$ cat config.mk
export PLATFORM = sky130hd
export DESIGN_NAME = sser_engine
export DESIGN_NICKNAME = d
export VERILOG_FILES = /design/src/rtl/sser_pkg.sv /design/src/rtl/sser_clkgen.sv /design/src/rtl/sser_sync_edge.sv /design/src/rtl/sser_shifter.sv /design/src/rtl/sser_engine.sv
export SDC_FILE = /design/constraint.sdc
export NUM_CORES = 1
export LEC_CHECK = 0
export ABC_AREA = 1
export BUFFER_PORTS_ARGS = -buffer_cell sky130_fd_sc_hd__buf_2
export CAP_MARGIN = 20
export CORE_AREA = 2 2 111 113
export DETAILED_ROUTE_END_ITERATION = 16
export DIE_AREA = 0 0 113 115
export PLACE_DENSITY_LB_ADDON = 0.12
export REMOVE_ABC_BUFFERS = 1
export SYNTH_ARGS = -nofsm -noshare
export SYNTH_HDL_FRONTEND = slang
export SYNTH_HIERARCHICAL = 1
export SYNTH_SLANG_ARGS = --single-unit
$ cat constraint.sdc
create_clock -name clk -period 2.46 [get_ports clk]
set_input_delay 0.369 -clock clk [delete_from_list [all_inputs] [get_ports clk]]
set_output_delay 0.369 -clock clk [all_outputs]
set_load 0.1 [all_outputs]
$ cat src/rtl/sser_pkg.sv
package sser_pkg;

  // Transfer configuration, frozen while a transfer runs
  typedef struct packed {
    logic idle_hi;      // serial clock level between transfers
    logic launch_fall;  // output bits change on falling edge when set
    logic late;         // capture at end of bit (master only)
    logic slave;        // follow external serial clock
  } sser_mode_t;

endpackage

$ cat src/rtl/sser_clkgen.sv
module sser_clkgen #(
  parameter int DIV_W = 8
) (
  input  logic             clk,
  input  logic             rst_ni,
  input  logic             start,
  input  logic             run,
  input  logic [DIV_W-1:0] div_in,
  output logic             half,
  output logic             mid_evt,
  output logic             end_evt
);

  logic [DIV_W-1:0] cnt_q, cnt_d;
  logic [DIV_W-1:0] div_q, div_d;
  logic             half_q, half_d;

  always_comb begin
    cnt_d   = cnt_q;
    div_d   = div_q;
    half_d  = half_q;
    mid_evt = 1'b0;
    end_evt = 1'b0;
    if (start) begin
      div_d  = div_in;
      cnt_d  = '0;
      half_d = 1'b0;
    end else if (run) begin
      if (cnt_q == div_q) begin
        cnt_d   = '0;
        half_d  = ~half_q;
        mid_evt = ~half_q;
        end_evt = half_q;
      end else begin
        cnt_d = cnt_q + DIV_W'(1);
      end
    end
  end

  always_ff @(posedge clk or negedge rst_ni) begin
    if (!rst_ni) begin
      cnt_q  <= '0;
      div_q  <= '0;
      half_q <= 1'b0;
    end else begin
      cnt_q  <= cnt_d;
      div_q  <= div_d;
      half_q <= half_d;
    end
  end

  assign half = half_q;

  // divider held for the whole transfer
  a_r6_div_hold: assert property (@(posedge clk) disable iff (!rst_ni)
    (run && !start) |=> (div_q == $past(div_q)));

endmodule

$ cat src/rtl/sser_sync_edge.sv
module sser_sync_edge #(
  parameter int STAGES = 2
) (
  input  logic clk,
  input  logic rst_ni,
  input  logic sck_in,
  input  logic sdi_in,
  output logic sck_rise,
  output logic sck_fall,
  output logic sdi_sync
);

  logic [STAGES-1:0] sck_q, sdi_q;
  logic              sck_prev_q;

  always_ff @(posedge clk or negedge rst_ni) begin
    if (!rst_ni) begin
      sck_q      <= '0;
      sdi_q      <= '0;
      sck_prev_q <= 1'b0;
    end else begin
      sck_q      <= {sck_q[STAGES-2:0], sck_in};
      sdi_q      <= {sdi_q[STAGES-2:0], sdi_in};
      sck_prev_q <= sck_q[STAGES-1];
    end
  end

  assign sck_rise = sck_q[STAGES-1] & ~sck_prev_q;
  assign sck_fall = ~sck_q[STAGES-1] & sck_prev_q;
  assign sdi_sync = sdi_q[STAGES-1];

endmodule

$ cat src/rtl/sser_shifter.sv
module sser_shifter #(
  parameter int DATA_W = 8
) (
  input  logic              clk,
  input  logic              rst_ni,
  input  logic              load,
  input  logic [DATA_W-1:0] load_data,
  input  logic              shift,
  input  logic              cap,
  input  logic              sdi,
  output logic              sdo,
  output logic [DATA_W-1:0] rx_cur,
  output logic [DATA_W-1:0] rx_next
);

  logic [DATA_W-1:0] tx_q, tx_d;
  logic [DATA_W-1:0] rx_q, rx_d;

  assign rx_next = {rx_q[DATA_W-2:0], sdi};

  always_comb begin
    tx_d = tx_q;
    if (load)       tx_d = load_data;
    else if (shift) tx_d = {tx_q[DATA_W-2:0], 1'b0};
    rx_d = cap ? rx_next : rx_q;
  end

  always_ff @(posedge clk or negedge rst_ni) begin
    if (!rst_ni) begin
      tx_q <= '0;
      rx_q <= '0;
    end else begin
      tx_q <= tx_d;
      rx_q <= rx_d;
    end
  end

  assign sdo    = tx_q[DATA_W-1];
  assign rx_cur = rx_q;

endmodule

$ cat src/rtl/sser_engine.sv
module sser_engine
  import sser_pkg::*;
#(
  parameter int DATA_W      = 8,
  parameter int DIV_W       = 8,
  parameter int SYNC_STAGES = 2
) (
  input  logic              clk,
  input  logic              rst_n,
  input  logic              cfg_idle_hi,
  input  logic              cfg_launch_fall,
  input  logic              cfg_late_smp,
  input  logic              cfg_slave,
  input  logic [DIV_W-1:0]  cfg_div,
  input  logic              wr_stb,
  input  logic [DATA_W-1:0] wr_data,
  input  logic              rd_stb,
  output logic [DATA_W-1:0] rd_data,
  output logic              buf_full,
  output logic              wr_coll,
  output logic              busy,
  output logic              sck_o,
  input  logic              sck_i,
  output logic              sdo,
  input  logic              sdi
);

  localparam int CNT_W = (DATA_W > 2) ? $clog2(DATA_W) : 1;
  localparam logic [CNT_W-1:0] LAST_BIT = CNT_W'(DATA_W - 1);

  // Reset: asynchronous assert, synchronous release
  logic rst_s1_q, rst_ni;
  always_ff @(posedge clk or negedge rst_n) begin
    if (!rst_n) begin
      rst_s1_q <= 1'b0;
      rst_ni   <= 1'b0;
    end else begin
      rst_s1_q <= 1'b1;
      rst_ni   <= rst_s1_q;
    end
  end

  sser_mode_t        mode_q, mode_d, cfg_now;
  logic              busy_q, busy_d;
  logic [CNT_W-1:0]  bit_q, bit_d;
  logic              bf_q, bf_d;
  logic              wcol_q, wcol_d;
  logic [DATA_W-1:0] rxbuf_q, rxbuf_d;

  logic accept, collide, master_run, slave_run;
  logic half, mid_evt, end_evt;
  logic s_rise, s_fall, sdi_sync, sdi_use;
  logic s_cap_edge, s_launch_edge;
  logic cap_evt, cnt_evt, sh_evt, fin;
  logic [DATA_W-1:0] rx_cur, rx_next;

  assign accept     = wr_stb & ~busy_q;
  assign collide    = wr_stb & busy_q;
  assign master_run = busy_q & ~mode_q.slave;
  assign slave_run  = busy_q & mode_q.slave;

  // Configuration follows the inputs while idle; slave forces mid-bit capture
  always_comb begin
    cfg_now.idle_hi     = cfg_idle_hi;
    cfg_now.launch_fall = cfg_launch_fall;
    cfg_now.late        = cfg_late_smp & ~cfg_slave;
    cfg_now.slave       = cfg_slave;
    mode_d              = busy_q ? mode_q : cfg_now;
  end

  sser_clkgen #(.DIV_W(DIV_W)) u_clkgen (
    .clk     (clk),
    .rst_ni  (rst_ni),
    .start   (accept),
    .run     (master_run),
    .div_in  (cfg_div),
    .half    (half),
    .mid_evt (mid_evt),
    .end_evt (end_evt)
  );

  sser_sync_edge #(.STAGES(SYNC_STAGES)) u_sync (
    .clk      (clk),
    .rst_ni   (rst_ni),
    .sck_in   (sck_i),
    .sdi_in   (sdi),
    .sck_rise (s_rise),
    .sck_fall (s_fall),
    .sdi_sync (sdi_sync)
  );

  assign s_cap_edge    = mode_q.launch_fall ? s_rise : s_fall;
  assign s_launch_edge = mode_q.launch_fall ? s_fall : s_rise;
  assign sdi_use       = mode_q.slave ? sdi_sync : sdi;

  always_comb begin
    if (master_run) begin
      cap_evt = mode_q.late ? end_evt : mid_evt;
      cnt_evt = end_evt;
      sh_evt  = end_evt;
    end else begin
      cap_evt = slave_run & s_cap_edge;
      cnt_evt = slave_run & s_cap_edge;
      sh_evt  = slave_run & s_launch_edge & (bit_q != '0);
    end
    fin = cnt_evt & (bit_q == LAST_BIT);
  end

  sser_shifter #(.DATA_W(DATA_W)) u_shift (
    .clk       (clk),
    .rst_ni    (rst_ni),
    .load      (accept),
    .load_data (wr_data),
    .shift     (sh_evt),
    .cap       (cap_evt),
    .sdi       (sdi_use),
    .sdo       (sdo),
    .rx_cur    (rx_cur),
    .rx_next   (rx_next)
  );

  always_comb begin
    busy_d  = busy_q;
    bit_d   = bit_q;
    bf_d    = bf_q;
    wcol_d  = wcol_q;
    rxbuf_d = rxbuf_q;
    if (accept) begin
      busy_d = 1'b1;
      bit_d  = '0;
      wcol_d = 1'b0;
    end else if (fin) begin
      busy_d = 1'b0;
    end else if (cnt_evt) begin
      bit_d = bit_q + CNT_W'(1);
    end
    if (collide) wcol_d = 1'b1;
    if (fin) begin
      rxbuf_d = cap_evt ? rx_next : rx_cur;
      bf_d    = 1'b1;
    end else if (rd_stb) begin
      bf_d = 1'b0;
    end
  end

  always_ff @(posedge clk or negedge rst_ni) begin
    if (!rst_ni) begin
      mode_q  <= '0;
      busy_q  <= 1'b0;
      bit_q   <= '0;
      bf_q    <= 1'b0;
      wcol_q  <= 1'b0;
      rxbuf_q <= '0;
    end else begin
      mode_q  <= mode_d;
      busy_q  <= busy_d;
      bit_q   <= bit_d;
      bf_q    <= bf_d;
      wcol_q  <= wcol_d;
      rxbuf_q <= rxbuf_d;
    end
  end

  assign sck_o    = master_run ? (half ? mode_q.launch_fall : ~mode_q.launch_fall)
                               : mode_q.idle_hi;
  assign rd_data  = rxbuf_q;
  assign buf_full = bf_q;
  assign wr_coll  = wcol_q;
  assign busy     = busy_q;

  // a new output bit appears only with a launch-edge transition of sck_o
  a_r5_launch_edge: assert property (@(posedge clk) disable iff (!rst_ni)
    (master_run && $past(master_run) && (sdo != $past(sdo)))
      |-> ((sck_o != $past(sck_o)) && (sck_o == ~mode_q.launch_fall)));

  // master capture always coincides with a serial clock transition
  a_r4_cap_on_sck_edge: assert property (@(posedge clk) disable iff (!rst_ni)
    (master_run && cap_evt && !fin) |=> (sck_o != $past(sck_o)));

  a_r8_bf_set: assert property (@(posedge clk) disable iff (!rst_ni)
    fin |=> buf_full);

  a_r8_rd_clear: assert property (@(posedge clk) disable iff (!rst_ni)
    (rd_stb && !fin) |=> !buf_full);

  a_r9_coll_flag: assert property (@(posedge clk) disable iff (!rst_ni)
    (wr_stb && busy_q) |=> wr_coll);

endmodule

==> impl_summary.md <==
Route
In the routed design, unresolved DRC markers number 2. The detailed router's first-iteration violation count is 108. The average vias per placed instance is 4.10. The first TritonRoute pass finished after 10 iterations. The final wirelength is 6.34 mm.

Once detail routing completed, the nets flagged for antenna violations numbered 0. After detailed routing, the average wire length per cell comes to 11.8 um. The via count is 2,198.

Floorplan
The die is 113 um wide. The initial core utilization is 24.4%. The floorplan has 40 rows.

The core region is 11,800 um2. 39 I/O pins were placed. The die area is 13,000 um2.

The die height is 115 um.

STA
The achievable clock frequency is 470 MHz. The hold slack is 0.146 ns. The minimum setup slack in the final design is 0.330 ns. For the pin with the worst max-slew slack, the measured transition is 0.618 ns. The time the final worst path needs with I/O delays and setup is 2.13 ns. In this run the tightest slew margin relative to its limit is 58.8%. Setup violations remaining at the end of the flow were counted as 0. For the final database, setup skew stands at 0.00554 ns. The number of hold violations in the final report came to 0. The final period utilization is 86.6%.

The total negative slack for setup checks is 0 ns. The number of pins exceeding their max-slew limit in the final report is 0. Setup repair after global routing left no endpoint under its margin.

Clock network
TritonCTS created 9 clock buffers. The count of instances resized after the clock tree is built is 0. Counting every sink on the clock net gives 58.

Clock-pin slew was measured on the worst setup and hold paths at 0.05 ns. The H-tree depth reported by CTS is 3. In this run the clock root is driven by a clkbuf_16. The clock passes through at most 2 buffers. TritonCTS built the clock tree. The number of buffers inserted by post-CTS setup repair is 0.

The latest clock arrival within the worst-skew pair is 0.32 ns.

Run status
The flow ran to the end, but the final reports show violations. The checks that failed: design-rule violations.

Pwr
Internal power comes to 2.75 mW. The portion of total power attributed to the clock network is 25.0%. The reported leakage power is 1.79 nW.

Net switching is 45.6% of the power. The total power divided by cell area is 1440 nW/um2. Of the total power, combinational logic draws 42.6%.

The net switching component of the power is 2.30 mW. In this run, flip-flops and latches consume 32.3% of the power. Across the VDD grid, the largest voltage drop is 0.000589 V.

Logic synthesis
By area, the combinational part of the netlist is dominated by simple AND/OR/NAND/NOR gates. The synthesized netlist occupies a cell area of 2880 um2. Summing the sequential cell areas from Yosys gives 50.5% of the chip area. The synthesized-area fraction occupied by ao, oa, aoi and oai cells is 5.74%. After synthesis, the share of flip-flops with an asynchronous set or reset is 100%.

The number of library cell types mapped by synthesis is 30. Counting flops and latches in the post-synthesis netlist gives 58. The post-synthesis adder-cell area fraction is 1.74%. The average cell area after synthesis is 8.39 um2. The number of standard cells after synthesis is 343.

Yosys mapped a number of flops with a built-in enable equal to 0. The Yosys step of the flow raised 6 warnings. The multiplexer share of the synthesized area is 0.391%. The synthesized-area fraction occupied by and/or/nand/nor cells is 30.6%. Summing the areas of all xor and xnor instances in the mapped netlist gives 2.13% of the synthesized area. The dominant register cell in the synthesized netlist is dfrtp_1.

Job
The tool flagged a number of max-cap violations equal to 0.

Setup path
STA classifies the critical path startpoint as a flop. The highest-delay cell along the critical path is buf_2. The delay of the slowest cell on the worst path is 0.46 ns. STA classifies the critical path endpoint as an output port.

Setup slack on the worst reg-to-reg path comes out at 0.37 ns. The critical path required time is 2.09 ns. The endpoint identified for the worst register-to-register timing path is rd_data[3]. The signal on the critical path passes through inv_2 > nor2_8 > nor2_1 > a21oi_1 > buf_2. The buffer and inverter count on the worst path is 2. Among cell families on the critical path, the largest total delay comes from buffers and inverters. The startpoint-to-endpoint class of the critical path is reg2out.

The length in cells of the worst reg-to-reg path is 14. Along the worst path, the maximum fanout reaches 7. The signal arrival time at the worst endpoint is 1.76 ns. The startpoint of the most critical register-to-register path is busy.

Hold path
The worst hold path depth is 1. The class of the most critical hold timing path is in2reg. The end point of the most critical hold path is u_sync/sck_q[0]. In this run the most critical hold path is launched from sck_i.

Placed design
The number of port buffers is 38. Detailed placement finished with a half-perimeter wire length of 4.56 mm. The worst setup slack before clock tree synthesis is 0.336 ns. After detailed placement, the design holds a cell count of 519. The placed instances occupy a cell area of 3180 um2.

The routability congestion estimate from global placement is 0.827.

Global routing
The first global-routing pass estimated 11.1 mm of wire. The all-layer global routing usage is 11.1%. The largest net degree at the start of global routing is 28.

The number of global-route vias before repair came to 2,264. The number of antenna violations at the first check in global routing was 0. The final global-route overflow total is 0.

Cells and area
The net count of the finished layout is 414. After filler insertion, the fill cell instance count of the layout stands at 1,295. The number of antenna diodes in the final layout is 0. Registers take 1450 um2.

The proportion of layout cells with a drive suffix above 1 is 20.1%. After routing the design area is 3490 um2. The number of non-filler instances in the completed layout is 536.

In the final layout, the multi-input gates occupy 1170 um2. The area added between synthesis and finish is 21.4%.
==> how the worst max path moves through the flow <==
stage,to,slack (ns),cells after the start,startpoint
after global routing,rd_data[3],0.03,14,busy
after CTS,sck_o,0.27,5,busy
after floorplan,sck_o,-0.80,4,busy
after global placement,rd_data[3],0.42,17,u_clkgen/cnt_q[5]
after detailed placement,rd_data[3],0.34,14,busy
final,sck_o,0.33,5,busy
==> placed cells by master, fill, tap and decap left out, types with 2 or more instances in the layout <==
cell type | Yosys | layout
a21oi_1 | 9 | 9
buf_2 | 0 | 38
buf_4 | 10 | 4
clkbuf_1 | 1 | 3
clkbuf_16 | 0 | 9
clkbuf_8 | 0 | 2
dfrtp_1 | 58 | 57
ha_1 | 4 | 4
inv_1 | 31 | 31
inv_2 | 5 | 5
nand2_1 | 122 | 122
nand2_2 | 3 | 3
nand2_4 | 3 | 3
nand2_8 | 2 | 2
nand3_1 | 32 | 32
nand4_1 | 2 | 2
nor2_1 | 20 | 19
nor2_2 | 2 | 3
nor2_8 | 2 | 2
o21ai_0 | 16 | 16
o21ai_1 | 2 | 2
or2_1 | 2 | 2
xnor2_1 | 4 | 4
xor2_1 | 3 | 3
==> cell families (layout without fill, tap and decap cells) <==
| family | count (synthesis) | after routing |
|---|---|---|
| AND/OR/NAND/NOR | 191 | 191 |
| flip-flops | 58 | 58 |
| buffers and inverters | 50 | 96 |
| AO/OA/AOI/OAI | 31 | 31 |
| XOR/XNOR | 7 | 7 |
| adder cells (fa/ha/maj) | 4 | 4 |
| other | 1 | 1 |
| multiplexers | 1 | 1 |
==> area by class of cell <==
class                      instances  share of cell area (%)
clock buffer                      14                    7.56
clock inverter                     2                    1.00
inverter                          37                    4.34
multi-input combinational        235                    33.6
sequential                        58                    41.6
tap                              147                    5.27
timing repair buffer              43                    6.59
==> timing repair <==
action / in CTS / in global routing
setup endpoints to repair: 0 / 0
hold buffers: 1 / 0
hold endpoints to repair: 2 / 0
==> cells in the mapped netlist, types with 2 or more instances <==
master   instances  area [um2]
buf_4           10        75.1
ha_1             4        50.1
or2_1            2        12.5
nand2_2          3        18.8
inv_1           31         116
xor2_1           3        26.3
xnor2_1          4        35.0
buf_6            2        22.5
nand2_1        122         458
o21ai_1          2        10.0
nand2_4          3        33.8
nor2_8           2        40.0
nor2_1          20        75.1
nand4_1          2        12.5
dfrtp_1         58        1450
a21oi_1          9        45.0
o21ai_0         16        80.1
inv_2            5        18.8
nand3_1         32         160
nor2_2           2        12.5
nand2_8          2        40.0
==> through the flow <==
| stage | utilization [%] | total power, mW |
|---|---|---|
| after floorplan | - | 3.36 |
| after global placement | 26.9 | 3.84 |
| after detailed placement | 26.9 | 3.84 |
| after CTS | 29.6 | 5.14 |
| after global routing | 29.6 | 5.46 |
| final | 29.6 | 5.04 |
==> flip-flops by register name, indices dropped and copies added, names as in the netlist <==
register / cells
bit_q: 3
buf_full: 1
busy: 1
mode_q: 4
rd_data: 8
rst_ni: 1
rst_s1_q: 1
u_clkgen/cnt_q: 8
u_clkgen/div_q: 8
u_clkgen/half: 1
u_shift/rx_cur: 8
u_shift/tx_q: 8
u_sync/sck_prev_q: 1
u_sync/sck_q: 2
u_sync/sdi_q: 2
wr_coll: 1
==> power by group through the flow <==
stage                     Combinational (mW)  Clock [mW]  Sequential (mW)
final                                   2.15        1.26             1.63
after global routing                    2.42        1.35             1.70
after detailed placement                2.18           0             1.66
after floorplan                         1.21           0             2.14
after CTS                               2.19        1.30             1.64
after global placement                  2.18           0             1.66
==> routing by layer <==
layer / vias to the layer above / wire length, um / GRT usage, %
met4: 0 / 98 / 4.39
met5: - / 0 / 0
met3: 8 / 288 / 3.90
met1: 1010 / 3080 / 14.5
li1: 1149 / - / -
met2: 31 / 2880 / 16.9
(Power assumes the default switching activity.)
